===== config.mk =====
export PLATFORM = sky130hd
export DESIGN_NAME = br_outcome_log
export DESIGN_NICKNAME = d
export VERILOG_FILES = /design/src/rtl/blog_pkg.sv /design/src/rtl/blog_mem.sv /design/src/rtl/blog_ptrs.sv /design/src/rtl/blog_judge.sv /design/src/rtl/br_outcome_log.sv
export SDC_FILE = /design/constraint.sdc
export NUM_CORES = 1
export LEC_CHECK = 0
export BUFFER_PORTS_ARGS = -buffer_cell sky130_fd_sc_hd__buf_2
export CAP_MARGIN = 25
export CORE_MARGIN = 10
export CORE_UTILIZATION = 60
export DETAILED_ROUTE_END_ITERATION = 8
export PLACE_DENSITY_LB_ADDON = 0.05
export SYNTH_ARGS = -nofsm -noshare
export SYNTH_HDL_FRONTEND = slang
export SYNTH_SLANG_ARGS = --single-unit
export TNS_END_PERCENT = 1

===== constraint.sdc =====
create_clock -name clk_i -period 9 [get_ports clk_i]
set_clock_uncertainty 0.2 [all_clocks]
set_input_delay 0 -clock clk_i [delete_from_list [all_inputs] [get_ports clk_i]]
set_output_delay 0 -clock clk_i [all_outputs]
set_load 0.1 [all_outputs]

===== src/rtl/blog_pkg.sv =====
package blog_pkg;
  typedef enum logic [1:0] {
    MODE_IDLE   = 2'd0,
    MODE_RECORD = 2'd1,
    MODE_REPLAY = 2'd2,
    MODE_THIRD  = 2'd3
  } blog_mode_e;

  typedef enum logic [1:0] {
    VERD_NONE       = 2'd0,
    VERD_ORIG_BAD   = 2'd1,
    VERD_REPLAY_BAD = 2'd2,
    VERD_UNRESOLVED = 2'd3
  } blog_verdict_e;
endpackage


===== src/rtl/blog_mem.sv =====
module blog_mem #(
  parameter int ENT_W = 33,
  parameter int DEPTH = 16,
  localparam int IW = $clog2(DEPTH)
) (
  input  logic             clk_i,
  input  logic             wr_en_i,
  input  logic [IW-1:0]    wr_idx_i,
  input  logic [ENT_W-1:0] wr_data_i,
  input  logic [IW-1:0]    rd_idx_i,
  output logic [ENT_W-1:0] rd_data_o
);
  logic [ENT_W-1:0] mem_q [DEPTH];

  always_ff @(posedge clk_i) begin
    if (wr_en_i) mem_q[wr_idx_i] <= wr_data_i;
  end

  assign rd_data_o = mem_q[rd_idx_i];
endmodule


===== src/rtl/blog_ptrs.sv =====
module blog_ptrs
  import blog_pkg::*;
#(
  parameter int DEPTH = 16,
  localparam int IW = $clog2(DEPTH),
  localparam int PW = IW + 1
) (
  input  logic          clk_i,
  input  logic          rst_ni,
  input  blog_mode_e    mode_i,
  input  logic          br_valid_i,
  input  logic          ckpt_i,
  input  logic          free_i,
  input  logic          pass_start_i,
  output logic          wr_en_o,
  output logic [IW-1:0] wr_idx_o,
  output logic [IW-1:0] rd_idx_o,
  output logic [PW-1:0] rd_ptr_o,
  output logic          rd_live_o
);
  localparam logic [PW-1:0] CAP = PW'(DEPTH);

  logic [PW-1:0] wr_q, old_q, new_q, rd_q, end_q;
  logic          ovf_q;
  logic          rec, full, replay_mode;

  assign replay_mode = (mode_i == MODE_REPLAY) || (mode_i == MODE_THIRD);
  assign rec         = (mode_i == MODE_RECORD) && br_valid_i;
  assign full        = (wr_q - old_q) == CAP;
  assign wr_en_o     = rec && !ovf_q && !full;
  assign wr_idx_o    = wr_q[IW-1:0];
  assign rd_idx_o    = rd_q[IW-1:0];
  assign rd_ptr_o    = rd_q;
  assign rd_live_o   = rd_q != end_q;

  always_ff @(posedge clk_i or negedge rst_ni) begin
    if (!rst_ni) begin
      wr_q  <= '0;
      old_q <= '0;
      new_q <= '0;
      rd_q  <= '0;
      end_q <= '0;
      ovf_q <= 1'b0;
    end else begin
      if (ckpt_i) new_q <= wr_q;
      if (free_i) old_q <= new_q;
      if (ckpt_i) ovf_q <= 1'b0;
      else if (rec && !wr_en_o) ovf_q <= 1'b1;  // stop logging for the rest of interval
      if (wr_en_o) wr_q <= wr_q + PW'(1);
      if (pass_start_i && replay_mode) begin
        rd_q  <= new_q;
        end_q <= wr_q;
      end else if (replay_mode && br_valid_i && rd_live_o) begin
        rd_q <= rd_q + PW'(1);
      end
    end
  end
endmodule


===== src/rtl/blog_judge.sv =====
module blog_judge
  import blog_pkg::*;
#(
  parameter int TGT_W = 32,
  parameter int PW    = 5,
  parameter int CNT_W = 8
) (
  input  logic             clk_i,
  input  logic             rst_ni,
  input  blog_mode_e       mode_i,
  input  logic             pass_start_i,
  input  logic             br_valid_i,
  input  logic             br_taken_i,
  input  logic [TGT_W-1:0] br_target_i,
  input  logic             rd_live_i,
  input  logic [PW-1:0]    rd_ptr_i,
  input  logic             log_taken_i,
  input  logic [TGT_W-1:0] log_target_i,
  output logic             pred_valid_o,
  output logic             pred_taken_o,
  output logic [TGT_W-1:0] pred_target_o,
  output logic             err_o,
  output logic [CNT_W-1:0] err_cnt_o,
  output logic             third_req_o,
  output logic             verdict_valid_o,
  output blog_verdict_e    verdict_o
);
  function automatic logic differs(logic a_t, logic [TGT_W-1:0] a_g,
                                   logic b_t, logic [TGT_W-1:0] b_g);
    return (a_t != b_t) || (a_t && (a_g != b_g));
  endfunction

  logic             replay_mode, cmp, mis;
  logic             seen_q, cap_valid_q, cap_taken_q;
  logic [PW-1:0]    cap_idx_q;
  logic [TGT_W-1:0] cap_target_q;
  logic [CNT_W-1:0] cnt_q;

  assign replay_mode   = (mode_i == MODE_REPLAY) || (mode_i == MODE_THIRD);
  assign pred_valid_o  = replay_mode && rd_live_i;
  assign pred_taken_o  = log_taken_i;
  assign pred_target_o = log_target_i;
  assign cmp           = replay_mode && br_valid_i && rd_live_i;
  assign mis           = cmp && differs(br_taken_i, br_target_i, log_taken_i, log_target_i);
  assign err_cnt_o     = cnt_q;

  always_ff @(posedge clk_i or negedge rst_ni) begin
    if (!rst_ni) begin
      seen_q          <= 1'b0;
      cap_valid_q     <= 1'b0;
      cap_taken_q     <= 1'b0;
      cap_idx_q       <= '0;
      cap_target_q    <= '0;
      cnt_q           <= '0;
      err_o           <= 1'b0;
      third_req_o     <= 1'b0;
      verdict_valid_o <= 1'b0;
      verdict_o       <= VERD_NONE;
    end else begin
      err_o           <= 1'b0;
      verdict_valid_o <= 1'b0;
      if (pass_start_i && mode_i == MODE_REPLAY) begin
        seen_q      <= 1'b0;
        cap_valid_q <= 1'b0;
      end else if (pass_start_i && mode_i == MODE_THIRD) begin
        third_req_o <= 1'b0;
      end else if (mis && mode_i == MODE_REPLAY && !seen_q) begin
        err_o        <= 1'b1;
        seen_q       <= 1'b1;
        cap_valid_q  <= 1'b1;
        cap_idx_q    <= rd_ptr_i;
        cap_taken_q  <= br_taken_i;
        cap_target_q <= br_target_i;
        third_req_o  <= 1'b1;
        if (cnt_q != '1) cnt_q <= cnt_q + CNT_W'(1);
      end else if (cmp && mode_i == MODE_THIRD && cap_valid_q && rd_ptr_i == cap_idx_q) begin
        verdict_valid_o <= 1'b1;
        if (!differs(br_taken_i, br_target_i, cap_taken_q, cap_target_q))
          verdict_o <= VERD_ORIG_BAD;
        else if (!differs(br_taken_i, br_target_i, log_taken_i, log_target_i))
          verdict_o <= VERD_REPLAY_BAD;
        else
          verdict_o <= VERD_UNRESOLVED;
      end
    end
  end
endmodule


===== src/rtl/br_outcome_log.sv =====
module br_outcome_log
  import blog_pkg::*;
#(
  parameter int TGT_W = 32,
  parameter int DEPTH = 16,
  parameter int CNT_W = 8
) (
  input  logic             clk_i,
  input  logic             rst_ni,
  input  logic [1:0]       mode_i,
  input  logic             ckpt_i,
  input  logic             free_i,
  input  logic             pass_start_i,
  input  logic             br_valid_i,
  input  logic             br_taken_i,
  input  logic [TGT_W-1:0] br_target_i,
  output logic             pred_valid_o,
  output logic             pred_taken_o,
  output logic [TGT_W-1:0] pred_target_o,
  output logic             err_o,
  output logic [CNT_W-1:0] err_cnt_o,
  output logic             third_req_o,
  output logic             verdict_valid_o,
  output logic [1:0]       verdict_o
);
  localparam int ENT_W = TGT_W + 1;
  localparam int IW    = $clog2(DEPTH);
  localparam int PW    = IW + 1;

  blog_mode_e    mode;
  blog_verdict_e verdict;
  logic             wr_en, rd_live;
  logic [IW-1:0]    wr_idx, rd_idx;
  logic [PW-1:0]    rd_ptr;
  logic [ENT_W-1:0] rd_data;

  assign mode      = blog_mode_e'(mode_i);
  assign verdict_o = verdict;

  blog_ptrs #(.DEPTH(DEPTH)) u_ptrs (
    .clk_i, .rst_ni, .mode_i(mode), .br_valid_i, .ckpt_i, .free_i, .pass_start_i,
    .wr_en_o(wr_en), .wr_idx_o(wr_idx), .rd_idx_o(rd_idx), .rd_ptr_o(rd_ptr),
    .rd_live_o(rd_live)
  );

  blog_mem #(.ENT_W(ENT_W), .DEPTH(DEPTH)) u_mem (
    .clk_i, .wr_en_i(wr_en), .wr_idx_i(wr_idx), .wr_data_i({br_taken_i, br_target_i}),
    .rd_idx_i(rd_idx), .rd_data_o(rd_data)
  );

  blog_judge #(.TGT_W(TGT_W), .PW(PW), .CNT_W(CNT_W)) u_judge (
    .clk_i, .rst_ni, .mode_i(mode), .pass_start_i, .br_valid_i, .br_taken_i, .br_target_i,
    .rd_live_i(rd_live), .rd_ptr_i(rd_ptr),
    .log_taken_i(rd_data[ENT_W-1]), .log_target_i(rd_data[TGT_W-1:0]),
    .pred_valid_o, .pred_taken_o, .pred_target_o, .err_o, .err_cnt_o, .third_req_o,
    .verdict_valid_o, .verdict_o(verdict)
  );
endmodule


==> key figures <==
Status
  – Status: finished, final reports clean

Yosys
  – #FFs+latches synth: 606
  – Post-Synthesis Mean Instance Area: 17.9 um2
  – Async S/R FF share, synth: 12.9%
  – Sequential share of the synthesized area: 70.3%
  – Gate count after technology mapping: 1,415
  – Most area-consuming cells after synthesis: sky130_fd_sc_hd__edfxtp_1 63%, sky130_fd_sc_hd__mux4_2 8.1%, sky130_fd_sc_hd__dfrtp_1 7.7%
  – Synthesized cell area: 25,300 um2
  – Number of warning messages in the yosys log: 0
  – Post-synth EDFFs: 528
  – Total nets after synthesis: 1,466
  – Post-synthesis cell type with the largest combined area: sky130_fd_sc_hd__edfxtp_1
  – Number of library cell types mapped by synthesis: 72
  – Yosys top cell area share: 62.6%
  – Main synth FF type: sky130_fd_sc_hd__edfxtp_1

STA
  – Max frequency: 171 MHz
  – Final number of max-transition violations: 0
  – Number of endpoints with negative hold slack in the final report: 0
  – Setup repair after global routing missed its margin: no
  – Endpoints failing setup: 0
  – Relative slew slack: 29.1%
  – Sum Neg Setup Slack: 0 ns
  – Ratio of final minimum period to clock period: 64.9%
  – Actual transition at the worst max-transition pin: 1.06 ns
  – Post-layout min period: 5.84 ns

Placement
  – Routability cong.: 0.847
  – HPWL Detailed: 36,400 um
  – Instance area at placement: 26,400 um2
  – Port bufs: 87

Floorplanning
  – Die H: 226 um
  – Starting utilization of the core area: 60.6%
  – CORE AREA: 41,900 um2
  – Std cell rows: 75
  – Area of the die: 50,900 um2
  – Die span in x: 226 um
  – I/O pin count: 88

Setup path
  – WP data arrival: 6.13 ns
  – Nature of the critical path startpoint: flip-flop
  – Cell at the slowest stage of the critical path: sky130_fd_sc_hd__dfrtp_4
  – Critical Setup Path Class: reg -> reg
  – Largest fanout on the critical path: 46
  – Cell-by-cell trace of the critical path: buf_4 > nor2b_1 > a22o_1 > a31oi_1 > a221o_1 > a211o_1 > or4_1 > nor4_4 > nor2_4 > o22a_1 > dlygate4sd3_1
  – Delay of the slowest critical-path stage: 0.91 ns
  – Critical path capture point type: flip-flop
  – Data required time of the worst path: 9.29 ns

Routing
  – Detailed router's first-iteration violation count: 1,388
  – Detailed-route wire length per cell: 29.5 um
  – Vias per Instance: 6.43
  – Final Routed Wirelength: 63,800 um
  – Detailed-routing iteration count for the pre-antenna-repair pass: 8
  – Detailed-route via count: 13,900
  – Post-route DRC violation count: 0
  – Count of antenna-violating nets left after detailed routing: 0

Power
  – Leak pwr: 10.3 nW
  – Worst IR drop on VDD: 0.000262 V
  – Share of power burned in registers: 34.5%
  – P per Cell Area: 356 nW/um2
  – Share of power burned in the clock network: 25.5%
  – Design internal power: 6.16 mW
  – Switch share: 40.1%
  – Power Total: 10.3 mW
  – Switching pwr: 4.13 mW
  – Part of the total power dissipated in combinational logic: 40.1%

Clock tree
  – Number of sinks driven by the clock tree: 606
  – Clock H-tree levels: 2
  – Clock buffer depth: 3
  – Clock root cell: sky130_fd_sc_hd__clkbuf_16
  – Clock latency on the worst-skew pair: 0.62 ns
  – Clock edge transition at the registers on the reported setup and hold paths: 0.06 ns
  – Num CTS Buffers: 59
  – CTS tree: built

Global routing
  – Wire length of the first global-routing pass: 93,200 um
  – Vias in the first global route: 13,800
  – Congestion Overflow GR: 0
  – Antenna violations before repair: 1
  – Maximum number of pins on one net before global-route repair: 134
  – Gr usage total: 25.3%

Finish
  – Utilization of the core after routing: 69.1%
  – Fill cell count: 2,755
  – Most common cell after layout, fill and taps aside: sky130_fd_sc_hd__edfxtp_1
  – Most used cells in the layout excluding fill and tap cells: 528 x sky130_fd_sc_hd__edfxtp_1, 129 x sky130_fd_sc_hd__mux2i_1, 91 x sky130_fd_sc_hd__mux4_2
  – Growth of design area from synthesis to finish: 14.2%
  – Cell area after layout: 28,900 um2
  – Net count, final: 1,623
  – Layout cell share with drive strength beyond 1: 23.5%

Hold path
  – Hold Crit Class: in -> reg

Job
  – Number of max-cap violations: 0
==> flip-flops by register name (all words and copies together) (netlist names), 5 cells and up <==
| signal | cells |
|---|---|
| u_ptrs.wr_q | 5 |
| u_judge.cap_target_q | 32 |
| u_mem.mem_q | 528 |
| u_ptrs.rd_ptr_o | 5 |
| u_judge.err_cnt_o | 8 |
| u_ptrs.end_q | 5 |
| u_judge.cap_idx_q | 5 |
| u_ptrs.new_q | 5 |
| u_ptrs.old_q | 5 |
==> per-layer routing <==
layer	wire, um	vias to the layer above	track usage [%]
met5	0	-	0
met4	1330	0	7.32
met3	5040	90	4.79
met2	30800	585	40.0
met1	26600	7277	35.5
li1	-	5934	-
==> final cells by class <==
class                   instances  area, um2  share of cell area [%]
flip-flops and latches        606      17800                    61.6
inverters                      19       71.3                   0.246
diodes                          1       2.50                 0.00865
clock inverters                33        433                    1.50
multi-input cells             721       7120                    24.6
well taps                     539        674                    2.33
repair buffers                165       1190                    4.10
clock buffers                  77       1630                    5.62
==> critical path: cells and delay by family, from the launching register on <==
kind | cells | cell delay (ns)
buf+inv | 2 | 1.11
flops | 1 | 0.91
compound gates | 5 | 1.28
simple gates | 4 | 2.11
==> metrics by stage <==
| stage | cells | setup WS (ns) | hold WS [ns] |
|---|---|---|---|
| floorplan | 1415 | 3.80 | -0.496 |
| global placement | 2001 | 3.30 | 0.0442 |
| detailed placement | 2003 | 3.25 | 0.0480 |
| CTS | 2160 | 3.19 | 0.0226 |
| global route | 2160 | 2.93 | 0.0770 |
| finish | 2161 | 3.16 | 0.0725 |
==> power by group through the flow <==
stage                     clock [mW]  combinational [mW]  sequential [mW]
final                           2.62                4.12             3.55
after detailed placement           0                4.08             3.60
after global routing            2.75                4.30             3.58
after CTS                       2.64                4.12             3.55
after global placement             0                4.06             3.60
after floorplan                    0                3.23             3.50
==> synthesized netlist by cell type, types with 15 or more instances <==
cell type / n
sky130_fd_sc_hd__inv_1: 17
sky130_fd_sc_hd__nand2_1: 69
sky130_fd_sc_hd__o21ai_0: 21
sky130_fd_sc_hd__mux2i_1: 129
sky130_fd_sc_hd__mux2_2: 18
sky130_fd_sc_hd__nand3_1: 18
sky130_fd_sc_hd__edfxtp_1: 528
sky130_fd_sc_hd__buf_2: 21
sky130_fd_sc_hd__xor2_1: 35
sky130_fd_sc_hd__buf_6: 15
sky130_fd_sc_hd__nor2_1: 41
sky130_fd_sc_hd__mux4_2: 91
sky130_fd_sc_hd__dfrtp_1: 78
sky130_fd_sc_hd__clkbuf_1: 18
sky130_fd_sc_hd__mux2_4: 37
sky130_fd_sc_hd__xnor2_1: 43
sky130_fd_sc_hd__a21oi_1: 21
sky130_fd_sc_hd__a22oi_1: 38
==> final timing paths <==
kind                                startpoint                    to  slack, ns  depth (start not counted)
setup / recovery            u_ptrs.rd_ptr_o[2]        u_judge.seen_q       3.16                         11
hold / removal                          free_i       u_ptrs.old_q[3]       0.07                          3
setup reg to reg            u_ptrs.rd_ptr_o[2]        u_judge.seen_q       3.16                         11
hold reg to reg            u_judge.third_req_o   u_judge.third_req_o       0.28                          1
max in group asynchronous               rst_ni    u_ptrs.rd_ptr_o[1]       7.95                          4
min in group asynchronous               rst_ni  u_judge.err_cnt_o[0]       0.29                          4
==> cell families after synthesis <==
group                      Yosys count  share of synthesized area (%)
DFF                                606                           70.3
adders and majority gates           10                          0.494
muxes                              276                           16.2
and+or+nand+nor                    214                           4.28
xor gates and xnor gates            78                           2.70
buffers and inverters               88                           2.04
AOI/OAI and AO/OA                  143                           4.02
==> repair_timing <==
| action | 4_1_cts | 5_1_grt |
|---|---|---|
| setup buffers | 0 | 0 |
| hold endpoints to repair | 682 | 0 |
| hold buffers | 47 | 0 |
| gates resized for setup | 0 | 0 |
Power figures use the tool's default switching activity.
